$ cat config.mk
export PLATFORM = sky130hd
export DESIGN_NAME = card_fifo_engine
export DESIGN_NICKNAME = d
export VERILOG_FILES = /design/src/rtl/cfe_pkg.sv /design/src/rtl/cfe_datapath.sv /design/src/rtl/cfe_control.sv /design/src/rtl/card_fifo_engine.sv
export SDC_FILE = /design/constraint.sdc
export NUM_CORES = 1
export LEC_CHECK = 0
export CELL_PAD_IN_SITES_DETAIL_PLACEMENT = 1
export CELL_PAD_IN_SITES_GLOBAL_PLACEMENT = 2
export CORE_MARGIN = 2
export CORE_UTILIZATION = 45
export DETAILED_ROUTE_END_ITERATION = 10
export PLACE_DENSITY_LB_ADDON = 0.1
export SETUP_SLACK_MARGIN = 0.2
export SLEW_MARGIN = 25
export SYNTH_ARGS = -nofsm -noshare
export SYNTH_HDL_FRONTEND = slang
export SYNTH_SLANG_ARGS = --single-unit
$ cat constraint.sdc
create_clock -name clk -period 6 [get_ports clk]
set_input_delay 0.9 -clock clk [delete_from_list [all_inputs] [get_ports clk]]
set_output_delay 0.9 -clock clk [all_outputs]
set_load 0.02 [all_outputs]
$ cat src/rtl/cfe_pkg.sv
package cfe_pkg;
  typedef struct packed {
    logic       rxTake;
    logic       rxPush;
    logic [1:0] rxLane;
    logic       txPop;
    logic       txShift;
    logic       txUseHead;
    logic       cpuPushAcc;
    logic       cpuPopAcc;
    logic       clrLanes;
  } cfe_strobe_t;
endpackage

$ cat src/rtl/cfe_datapath.sv
module cfe_datapath
  import cfe_pkg::*;
#(
  parameter int DEPTH = 16,
  localparam int PTR_W = $clog2(DEPTH),
  localparam int OCC_W = PTR_W + 1
) (
  input  logic             clk,
  input  logic             rst_n,
  input  cfe_strobe_t      stb,
  input  logic [7:0]       cardRdData,
  input  logic [31:0]      cpuPushData,
  output logic [OCC_W-1:0] occ,
  output logic [31:0]      cpuPopData,
  output logic [7:0]       cardWrData
);
  localparam int LANES = 4;

  logic [31:0]      mem [DEPTH];
  logic [PTR_W-1:0] rdPtr;
  logic [PTR_W-1:0] wrPtr;
  logic [31:0]      packReg;
  logic [31:0]      unpackReg;
  logic [31:0]      rxWord;
  logic [31:0]      headWord;
  logic [31:0]      pushVal;
  logic             pushEn;
  logic             popEn;

  // insert the incoming card byte into its lane of the partial word
  for (genvar g = 0; g < LANES; g++) begin : gLane
    assign rxWord[g*8 +: 8] = (stb.rxLane == 2'(g)) ? cardRdData : packReg[g*8 +: 8];
  end

  assign wrPtr    = rdPtr + occ[PTR_W-1:0];
  assign headWord = mem[rdPtr];
  assign pushEn   = stb.rxPush | stb.cpuPushAcc;
  assign popEn    = stb.txPop | stb.cpuPopAcc;
  assign pushVal  = stb.rxPush ? rxWord : cpuPushData;

  always_ff @(posedge clk) begin
    if (pushEn) mem[wrPtr] <= pushVal;
  end

  always_ff @(posedge clk or negedge rst_n) begin
    if (!rst_n) begin
      rdPtr <= '0;
      occ   <= '0;
    end else begin
      if (popEn) rdPtr <= rdPtr + 1'b1;
      case ({pushEn, popEn})
        2'b10:   occ <= occ + 1'b1;
        2'b01:   occ <= occ - 1'b1;
        default: occ <= occ;
      endcase
    end
  end

  always_ff @(posedge clk or negedge rst_n) begin
    if (!rst_n) begin
      packReg <= '0;
    end else if (stb.clrLanes) begin
      packReg <= '0;
    end else if (stb.rxTake) begin
      packReg <= stb.rxPush ? '0 : rxWord;
    end
  end

  always_ff @(posedge clk or negedge rst_n) begin
    if (!rst_n) begin
      unpackReg <= '0;
    end else if (stb.txPop) begin
      unpackReg <= headWord >> 8;
    end else if (stb.txShift) begin
      unpackReg <= unpackReg >> 8;
    end
  end

  assign cardWrData = stb.txUseHead ? headWord[7:0] : unpackReg[7:0];
  assign cpuPopData = stb.cpuPopAcc ? headWord : 32'h0;
endmodule

$ cat src/rtl/cfe_control.sv
module cfe_control
  import cfe_pkg::*;
#(
  parameter int DEPTH = 16,
  parameter int LEN_W = 16,
  localparam int PTR_W = $clog2(DEPTH),
  localparam int OCC_W = PTR_W + 1,
  localparam int HALF  = DEPTH / 2
) (
  input  logic             clk,
  input  logic             rst_n,
  input  logic             lenWrEn,
  input  logic [LEN_W-1:0] lenData,
  input  logic             ctrlWrEn,
  input  logic             ctrlEnable,
  input  logic             ctrlDirRead,
  input  logic             cpuPush,
  input  logic             cpuPop,
  input  logic             cardRdValid,
  input  logic             cardWrReady,
  input  logic [OCC_W-1:0] occ,
  output cfe_strobe_t      stb,
  output logic             cardRdAck,
  output logic             cardWrValid,
  output logic             xferEnable,
  output logic             dataEnd,
  output logic             blockEnd,
  output logic [4:0]       rxFlags,
  output logic [4:0]       txFlags,
  output logic [LEN_W-1:0] bytesLeft,
  output logic [LEN_W-2:0] wordsLeft
);
  logic [LEN_W-1:0] lenReg;
  logic [LEN_W-1:0] cnt;
  logic             enable;
  logic             dirRead;
  logic [1:0]       rxLane;
  logic [1:0]       txLeft;
  logic             full;
  logic             empty;
  logic             cntZero;
  logic             rxTake;
  logic             txGo;
  logic             txFire;
  logic             busy;
  logic [3:0]       baseFlags;
  logic [LEN_W:0]   wordSum;

  always_comb begin
    full    = (occ == OCC_W'(DEPTH));
    empty   = (occ == '0);
    cntZero = (cnt == '0);
    rxTake  = 1'b0;
    txGo    = 1'b0;
    txFire  = 1'b0;
    stb     = '0;
    stb.rxLane    = rxLane;
    stb.txUseHead = (txLeft == 2'd0);
    stb.clrLanes  = ctrlWrEn & ctrlEnable;
    if (!ctrlWrEn) begin
      rxTake = enable & dirRead & ~cntZero & cardRdValid & ~full;
      txGo   = enable & ~dirRead & ~cntZero & ((txLeft != 2'd0) | ~empty);
      txFire = txGo & cardWrReady;
      stb.rxTake     = rxTake;
      stb.rxPush     = rxTake & ((rxLane == 2'd3) | (cnt == LEN_W'(1)));
      stb.txPop      = txFire & (txLeft == 2'd0);
      stb.txShift    = txFire & (txLeft != 2'd0);
      stb.cpuPushAcc = cpuPush & ~dirRead & ~cntZero & ~full;
      stb.cpuPopAcc  = cpuPop & ~empty & (dirRead | cntZero);
    end
  end

  always_ff @(posedge clk or negedge rst_n) begin
    if (!rst_n) begin
      lenReg   <= '0;
      cnt      <= '0;
      enable   <= 1'b0;
      dirRead  <= 1'b0;
      rxLane   <= 2'd0;
      txLeft   <= 2'd0;
      dataEnd  <= 1'b0;
      blockEnd <= 1'b0;
    end else begin
      if (lenWrEn) lenReg <= lenData;
      if (ctrlWrEn) begin
        dirRead <= ctrlDirRead;
        enable  <= ctrlEnable;
        if (ctrlEnable) begin
          cnt      <= lenReg;
          rxLane   <= 2'd0;
          txLeft   <= 2'd0;
          dataEnd  <= 1'b0;
          blockEnd <= 1'b0;
        end
      end else begin
        if (rxTake | txFire) cnt <= cnt - 1'b1;
        if (rxTake) rxLane <= stb.rxPush ? 2'd0 : rxLane + 2'd1;
        if (stb.txPop) txLeft <= 2'd3;
        else if (stb.txShift) txLeft <= txLeft - 2'd1;
        if (enable && cntZero) begin
          dataEnd  <= 1'b1;
          blockEnd <= 1'b1;
          if (empty) enable <= 1'b0;
        end
      end
    end
  end

  assign busy      = enable & ~(cntZero & empty);
  assign baseFlags = {full, ~empty, empty, 1'b1};
  assign rxFlags   = (busy & dirRead)  ? {occ >= OCC_W'(HALF), baseFlags} : 5'b0;
  assign txFlags   = (busy & ~dirRead) ? {occ <= OCC_W'(HALF), baseFlags} : 5'b0;

  assign wordSum     = {1'b0, cnt} + (LEN_W+1)'(3);
  assign wordsLeft   = wordSum[LEN_W:2];
  assign bytesLeft   = cnt;
  assign xferEnable  = enable;
  assign cardRdAck   = rxTake;
  assign cardWrValid = txGo;
endmodule

$ cat src/rtl/card_fifo_engine.sv
module card_fifo_engine
  import cfe_pkg::*;
#(
  parameter int DEPTH = 16,
  parameter int LEN_W = 16
) (
  input  logic             clk,
  input  logic             rst_n,
  input  logic             lenWrEn,
  input  logic [LEN_W-1:0] lenData,
  input  logic             ctrlWrEn,
  input  logic             ctrlEnable,
  input  logic             ctrlDirRead,
  input  logic             cpuPush,
  input  logic [31:0]      cpuPushData,
  input  logic             cpuPop,
  output logic [31:0]      cpuPopData,
  input  logic             cardRdValid,
  input  logic [7:0]       cardRdData,
  output logic             cardRdAck,
  output logic             cardWrValid,
  output logic [7:0]       cardWrData,
  input  logic             cardWrReady,
  output logic             xferEnable,
  output logic             dataEnd,
  output logic             blockEnd,
  output logic [4:0]       rxFlags,
  output logic [4:0]       txFlags,
  output logic [LEN_W-1:0] bytesLeft,
  output logic [LEN_W-2:0] wordsLeft
);
  localparam int OCC_W = $clog2(DEPTH) + 1;

  cfe_strobe_t      stb;
  logic [OCC_W-1:0] occ;

  cfe_control #(.DEPTH(DEPTH), .LEN_W(LEN_W)) u_ctl (
    .clk(clk), .rst_n(rst_n),
    .lenWrEn(lenWrEn), .lenData(lenData),
    .ctrlWrEn(ctrlWrEn), .ctrlEnable(ctrlEnable), .ctrlDirRead(ctrlDirRead),
    .cpuPush(cpuPush), .cpuPop(cpuPop),
    .cardRdValid(cardRdValid), .cardWrReady(cardWrReady),
    .occ(occ), .stb(stb),
    .cardRdAck(cardRdAck), .cardWrValid(cardWrValid),
    .xferEnable(xferEnable), .dataEnd(dataEnd), .blockEnd(blockEnd),
    .rxFlags(rxFlags), .txFlags(txFlags),
    .bytesLeft(bytesLeft), .wordsLeft(wordsLeft)
  );

  cfe_datapath #(.DEPTH(DEPTH)) u_dp (
    .clk(clk), .rst_n(rst_n), .stb(stb),
    .cardRdData(cardRdData), .cpuPushData(cpuPushData),
    .occ(occ), .cpuPopData(cpuPopData), .cardWrData(cardWrData)
  );
endmodule

* Yosys cells after proc, flatten, opt, wreduce, memory -nomap -nowiden
Memories as Yosys holds them, arrays and structs flattened. Index checks and enable logic that the tools add are counted.
Operators by class: add/sub/neg operators 8, order comparisons 2, eq/ne operators 8, muxes and demuxes 39, bitwise gates (word level) 32, reductions and logical operators 19
Operators by type and width (count):
- 32-bit 2-to-1 mux | 7
- 16-bit 2-to-1 mux | 3
- 8-bit 2-to-1 mux | 5
- 1-bit bitwise AND | 21
- 2-bit 2-to-1 mux | 10
- 16-bit by 2-bit adder with 17-bit output, second input constant | 1
- 16-bit by 1-bit == test with 1-bit output, second input constant | 1
- 16-bit logical NOT | 1
- 2-bit nonzero test | 8
- 16-bit by 1-bit subtractor with 16-bit output, second input constant | 1
- 1-bit 2-to-1 mux | 11
- 5-bit 2-to-1 mux | 2
- 5-bit one-hot mux with 2 select lines | 1
- 2-bit AND reduction | 5
- 2-bit == test, second input constant | 3
- 1-bit bitwise OR | 6
- 5-bit by 1-bit adder with 5-bit output, second input constant | 1
- 5-bit == test, second input constant | 1
- 5-bit by 4-bit >= comparator with 1-bit output, second input constant | 1
- 5-bit by 4-bit <= comparator with 1-bit output, second input constant | 1
- 5-bit logical NOT | 1
- 1-bit inverter | 5
- 5-bit by 1-bit subtractor with 5-bit output, second input constant | 1
- 4-bit by 1-bit adder with 4-bit output, second input constant | 1
- other kinds (8) | 10
Storage, ports and cells: bits in registers 112, memory bits (writable) 512, output and inout bits 86, memories kept 1
Memories:
- u_dp.mem | words 16, width 32, read ports 1, clocked after Yosys merged registers in 0, wr ports 1, RTL line cfe_datapath.sv:19 | logic [31:0] mem [DEPTH];

* Depth between registers and ports, before layout
depth in word-level cells 10, gate-level depth with buffers 17

* Hierarchy
Synthesis repeated with hierarchy kept, for this count alone.
Second synthesis, totals: cell total of the unflattened synthesis 1663, area total of the unflattened synthesis 26357.8 µm²
Modules (own cells, without submodules):
- cfe_datapath | times used 1, cells each 1375, area an instance 23697.7 µm², seq. area each 17001.3 µm²
- cfe_control | times used 1, cells each 288, area an instance 2660.1 µm², seq. area each 975.9 µm²

* Least setup slack after synthesis
No wires, ideal clock.
path kind flip-flop to flip-flop, start point register u_ctl.cnt[0] (netlist: u_ctl.bytesLeft[0]), end point memory u_dp.mem[0][0], enable pin, arrival 5147 ps, path slack 340 ps, cell stages (with the launch flop) 9, path through dfrtp_1 > inv_1 > ha_1 > buf_2 > nor3b_1 > and4_1 > and4bb_2 > a41oi_2 > nor4b_1
Between the ends: cells in the longest elaborated chain, start to end 10
RTL lines:
- from (decl) | RTL line cfe_control.sv:34 | logic [LEN_W-1:0] cnt;
- from (signal assigned) | RTL line cfe_control.sv:89 | cnt <= lenReg;
- from (signal assigned) | RTL line cfe_control.sv:96 | if (rxTake | txFire) cnt <= cnt - 1'b1;
- 16-bit logical NOT | RTL line cfe_control.sv:52 | cntZero = (cnt == '0);
- 1-bit inverter | RTL line cfe_control.sv:61, cfe_control.sv:68
- 1-bit bitwise AND (3 in a row) | RTL line cfe_control.sv:61 | rxTake = enable & dirRead & ~cntZero & cardRdValid & ~full;
- 1-bit bitwise AND | RTL line cfe_control.sv:65 | stb.rxPush = rxTake & ((rxLane == 2'd3) | (cnt == LEN_W'(1)));
- 2-bit 2-to-1 mux | RTL line cfe_control.sv:60 | if (!ctrlWrEn) begin
- 1-bit bitwise OR (*) | RTL line cfe_datapath.sv:37 | assign pushEn = stb.rxPush | stb.cpuPushAcc;
- 1-bit 2-to-1 mux (*) | RTL line cfe_datapath.sv:42 | if (pushEn) mem[wrPtr] <= pushVal;
- 1-bit 2-to-1 mux (implied by the code) (*) | RTL line cfe_datapath.sv:42
- to (decl) | RTL line cfe_datapath.sv:19
Mark *: on every way between the ends. The rest lies on a longest branch, timed or not.

* Worst setup path in the final report
start point register u_dp.rdPtr[0], end point output cardWrData[0]
Between the ends: cells in the longest elaborated chain, start to end 2
RTL lines:
- from (decl) | RTL line cfe_datapath.sv:20 | logic [PTR_W-1:0] rdPtr;
- from (signal assigned) | RTL line cfe_datapath.sv:50 | if (popEn) rdPtr <= rdPtr + 1'b1;
- memory read 16 x 32 bit
- 8-bit 2-to-1 mux | RTL line cfe_datapath.sv:79 | assign cardWrData = stb.txUseHead ? headWord[7:0] : unpackReg[7:0];
- to (decl) | RTL line card_fifo_engine.sv:22 | output logic [7:0] cardWrData,
Every way passes these cells.

==> impl_results.md <==
* TritonCTS clock tree: done
* Depth of the CTS H-tree at 3
* Port-buffer cells at 151
* TritonCTS buffer count at 68
* Starting density of the core at 0.455
* # resized after CTS at 0
* Post-synthesis xor/xnor area fraction at 0.00992
* Peak supply drop at 0.000200 V
* Routability cong. at 0.759
* Synth unique cells at 66
* P per Cell Area at 455 mW/mm^2
* Vias at 14705
* Syn nets at 1555
* Total Wirelength at 72.1 mm
* Top FF cell, synth: edfxtp_1
* Initial antenna violation count at 3
* Worst path bufs/invs at 2
* Critical path's slowest cell: dfrtp_4
* HP Class: input port to async pin
* Fin crit period at 4900 ps
* Crit path max-delay family: buffers and inverters
* Most frequent cells in the layout: edfxtp_1 (512), clkdlybuf4s50_1 (150), mux4_2 (128)
* Remaining antenna violation count at 0
* Clock Sinks at 616
* Status: complete, no violations
* Vias in the first global route at 15571
* Max frequency at 0.204 GHz
* Clk slew on worst S/H paths at 60 ps
* Yosys Warn Count at 0
* Setup violations, final at 0
* Setup ws final at 1100 ps
* CP Launch Type: flip-flop
* Synth Area in Compound Gates at 0.0632
* WL per Instance at 29.3 um
* Critical Path End Type: output port
* Cells after Synth at 1474
* Detailed-route DRC error count at 0
* Largest net degree at the start of global routing at 67
* Avg Cell Area, Syn at 17.4 um^2
* Worst Path Arrival at 4000 ps
* Max-cap violations at 0
* Instance count on the critical path at 6
* Sequential Area at 0.0180 mm^2
* Post-Synth Adder-Cell Area at 0.00762
* Crit path max fanout at 36
* Nets at 1737
* Pre-antenna DRT Iters at 5
* Post-Layout Cell Count at 2463
* LEAKAGE at 10.3 nW
* Ratio of cells with drive above 1 in the final layout at 0.216
* Sequential fraction of the synthesis area at 0.702
* Synthesized area at 0.0256 mm^2
* Die area at 0.0588 mm^2
* Fin Setup TNS at 0 ps
* Max_slew headroom at 0.292
* Total GRT Usage at 0.249
* Worst-margin pin slew at 1060 ps
* Crit-path cells: buf_4 > mux4_2 > mux2_2 > a21oi_1 > mux2i_1 > clkdlybuf4s50_1
* EDFF count, synth at 512
* Rows at 87
* Overflow after GRT at 0
* Final Util at 0.541
* Initial DRC Count at 1265
* Final period utilization at 0.816
* Hpwl dp at 42.8 mm
* Die Wd at 243 um
* Total power at 13.8 mW
* Simple-gate share of the synthesized area at 0.0511
* # fillers at 5205
* Delay of the slowest cell on the worst path at 930 ps
* Post-place setup slack at 1610 ps
* Synthesis-to-finish area growth at 18.9%
* Placed cells at 2340
* Clock skew at 32.5 ps
* Chip height at 243 um
* Yosys reg bits at 616
* I/O pin count at 152
* First-pass GRT wire length at 107 mm
* Clk_lat worst skew at 600 ps
* Final hold viol count at 0
* Critical setup path kind: flip-flop to output port
* Worst Path Required at 5100 ps
* Max Slew Vio Count at 0
* Post-synth ARST share at 0.169
* # hold bufs at CTS at 0
* Core Box Area at 0.0563 mm^2
* CTS Buffer Depth at 3
* Proportion of synthesized area in mux cells at 0.143
* Number of diodes at 0
* Post-CTS setup buffers at 0
* RSZ-0062 raised after global routing: no
* Most common cell after layout, fill and taps aside: edfxtp_1
* Routed vias/inst at 5.97
* R2R cell count at 15
* Root buf cell: clkbuf_16
* Area of the multi-input gates at 0.00721 mm^2
* Largest family of logic cells by synthesized area: multiplexers
state kept, by name (all words and copies together) (netlist names):
signal	cells
u_dp.occ	5
u_dp.rdPtr	4
u_dp.packReg	32
u_ctl.bytesLeft	16
u_ctl.lenReg	16
u_ctl.xferEnable	1
u_ctl.dirRead	1
u_ctl.rxLane	2
u_ctl.txLeft	2
u_dp.mem	512
u_ctl.dataEnd	1
u_dp.unpackReg	24
cells in the mapped netlist (4+ instances only):
cell         n  area [um^2]
a21oi_1     59          295
a221oi_1    10         87.6
a22o_1      63          552
a22oi_1      5         37.5
a31oi_1     12         75.1
and2_1       4         25.0
and3_1      17          106
buf_1        9         33.8
buf_2       27          135
buf_4        5         37.5
buf_6        4         45.0
clkbuf_1    56          210
dfrtp_1    104         2600
edfxtp_1   512        15400
ha_1        14          175
inv_1       34          128
mux2_2      26          293
mux2i_1     49          490
mux4_2     128         2880
nand2_1     21         78.8
nand3_1     31          155
nor2_1     118          443
nor3_1      18         90.1
nor3b_1      8         60.1
nor4_1      10         62.6
nor4b_1      7         61.3
o21ai_0     15         75.1
o221ai_1    17          149
o22ai_1      4         25.0
o2bb2ai_1    8         70.1
xnor2_1     18          158
xor2_1      11         96.3
through the flow:
step           hold slack (ps)  area (um^2)
2_1_floorplan              457        25600
3_3_place_gp               476        28200
3_5_place_dp               480        28200
4_1_cts                    381        30400
5_1_grt                    409        30500
6_report                   352        30500
cell families after synthesis:
| family | Yosys count |
|---|---|
| flip-flops | 616 |
| AND/OR/NAND/NOR | 257 |
| AO/OA/AOI/OAI | 218 |
| multiplexers | 203 |
| buffers and inverters | 136 |
| XOR/XNOR | 29 |
| adder cells (fa/ha/maj) | 15 |
final timing paths:
| kind | slack (ps) | to | startpoint |
|---|---|---|---|
| setup / recovery | 1100 | cardWrData[0] | u_dp.rdPtr[0] |
| hold / removal | 350 | u_ctl.lenReg[15] | rst_n |
| setup reg to reg | 1930 | u_dp.occ[4] | u_ctl.bytesLeft[0] |
| hold reg to reg | 500 | u_ctl.txLeft[0] | u_ctl.txLeft[0] |
| max in group asynchronous | 4230 | u_ctl.lenReg[0] | rst_n |
| min in group clk | 500 | u_ctl.txLeft[0] | u_ctl.txLeft[0] |
final cells by class:
cell class	count	area share
timing repair buffer	213	0.0664
inverter	35	0.00431
sequential	616	0.591
clock buffer	96	0.0633
multi-input combinational	722	0.237
tap	756	0.0311
clock inverter	25	0.00752
worst reg2reg max path, cell delays in order (launching register included):
cell and delay (ps):
dfrtp_1 490, inv_1 130, ha_1 330, nor4b_1 190
and4_1 280, o2111ai_4 460, buf_4 430, nand2_1 270
ha_1 370, xor2_1 180, ha_1 260, nor2_1 110
a22oi_1 70, o22ai_1 170, nand2_1 90, xnor2_1 130
power breakdown:
group          switching, mW  internal, mW  total, mW  leakage (nW)
registers              0.388          5.10       5.49          5.92
clock network           1.65          2.41       4.06          1.06
logic                   2.46          1.84       4.30          3.33
total                   4.49          9.35       13.8          10.3
layer usage:
metal / GRT usage / vias to the layer above / wire length, um
li1: - / 6265 / -
met1: 0.349 / 7828 / 31000
met2: 0.406 / 511 / 34900
met3: 0.0379 / 101 / 4470
met4: 0.0720 / 0 / 1720
met5: 0 / - / 0
(Power assumes the default switching activity.)
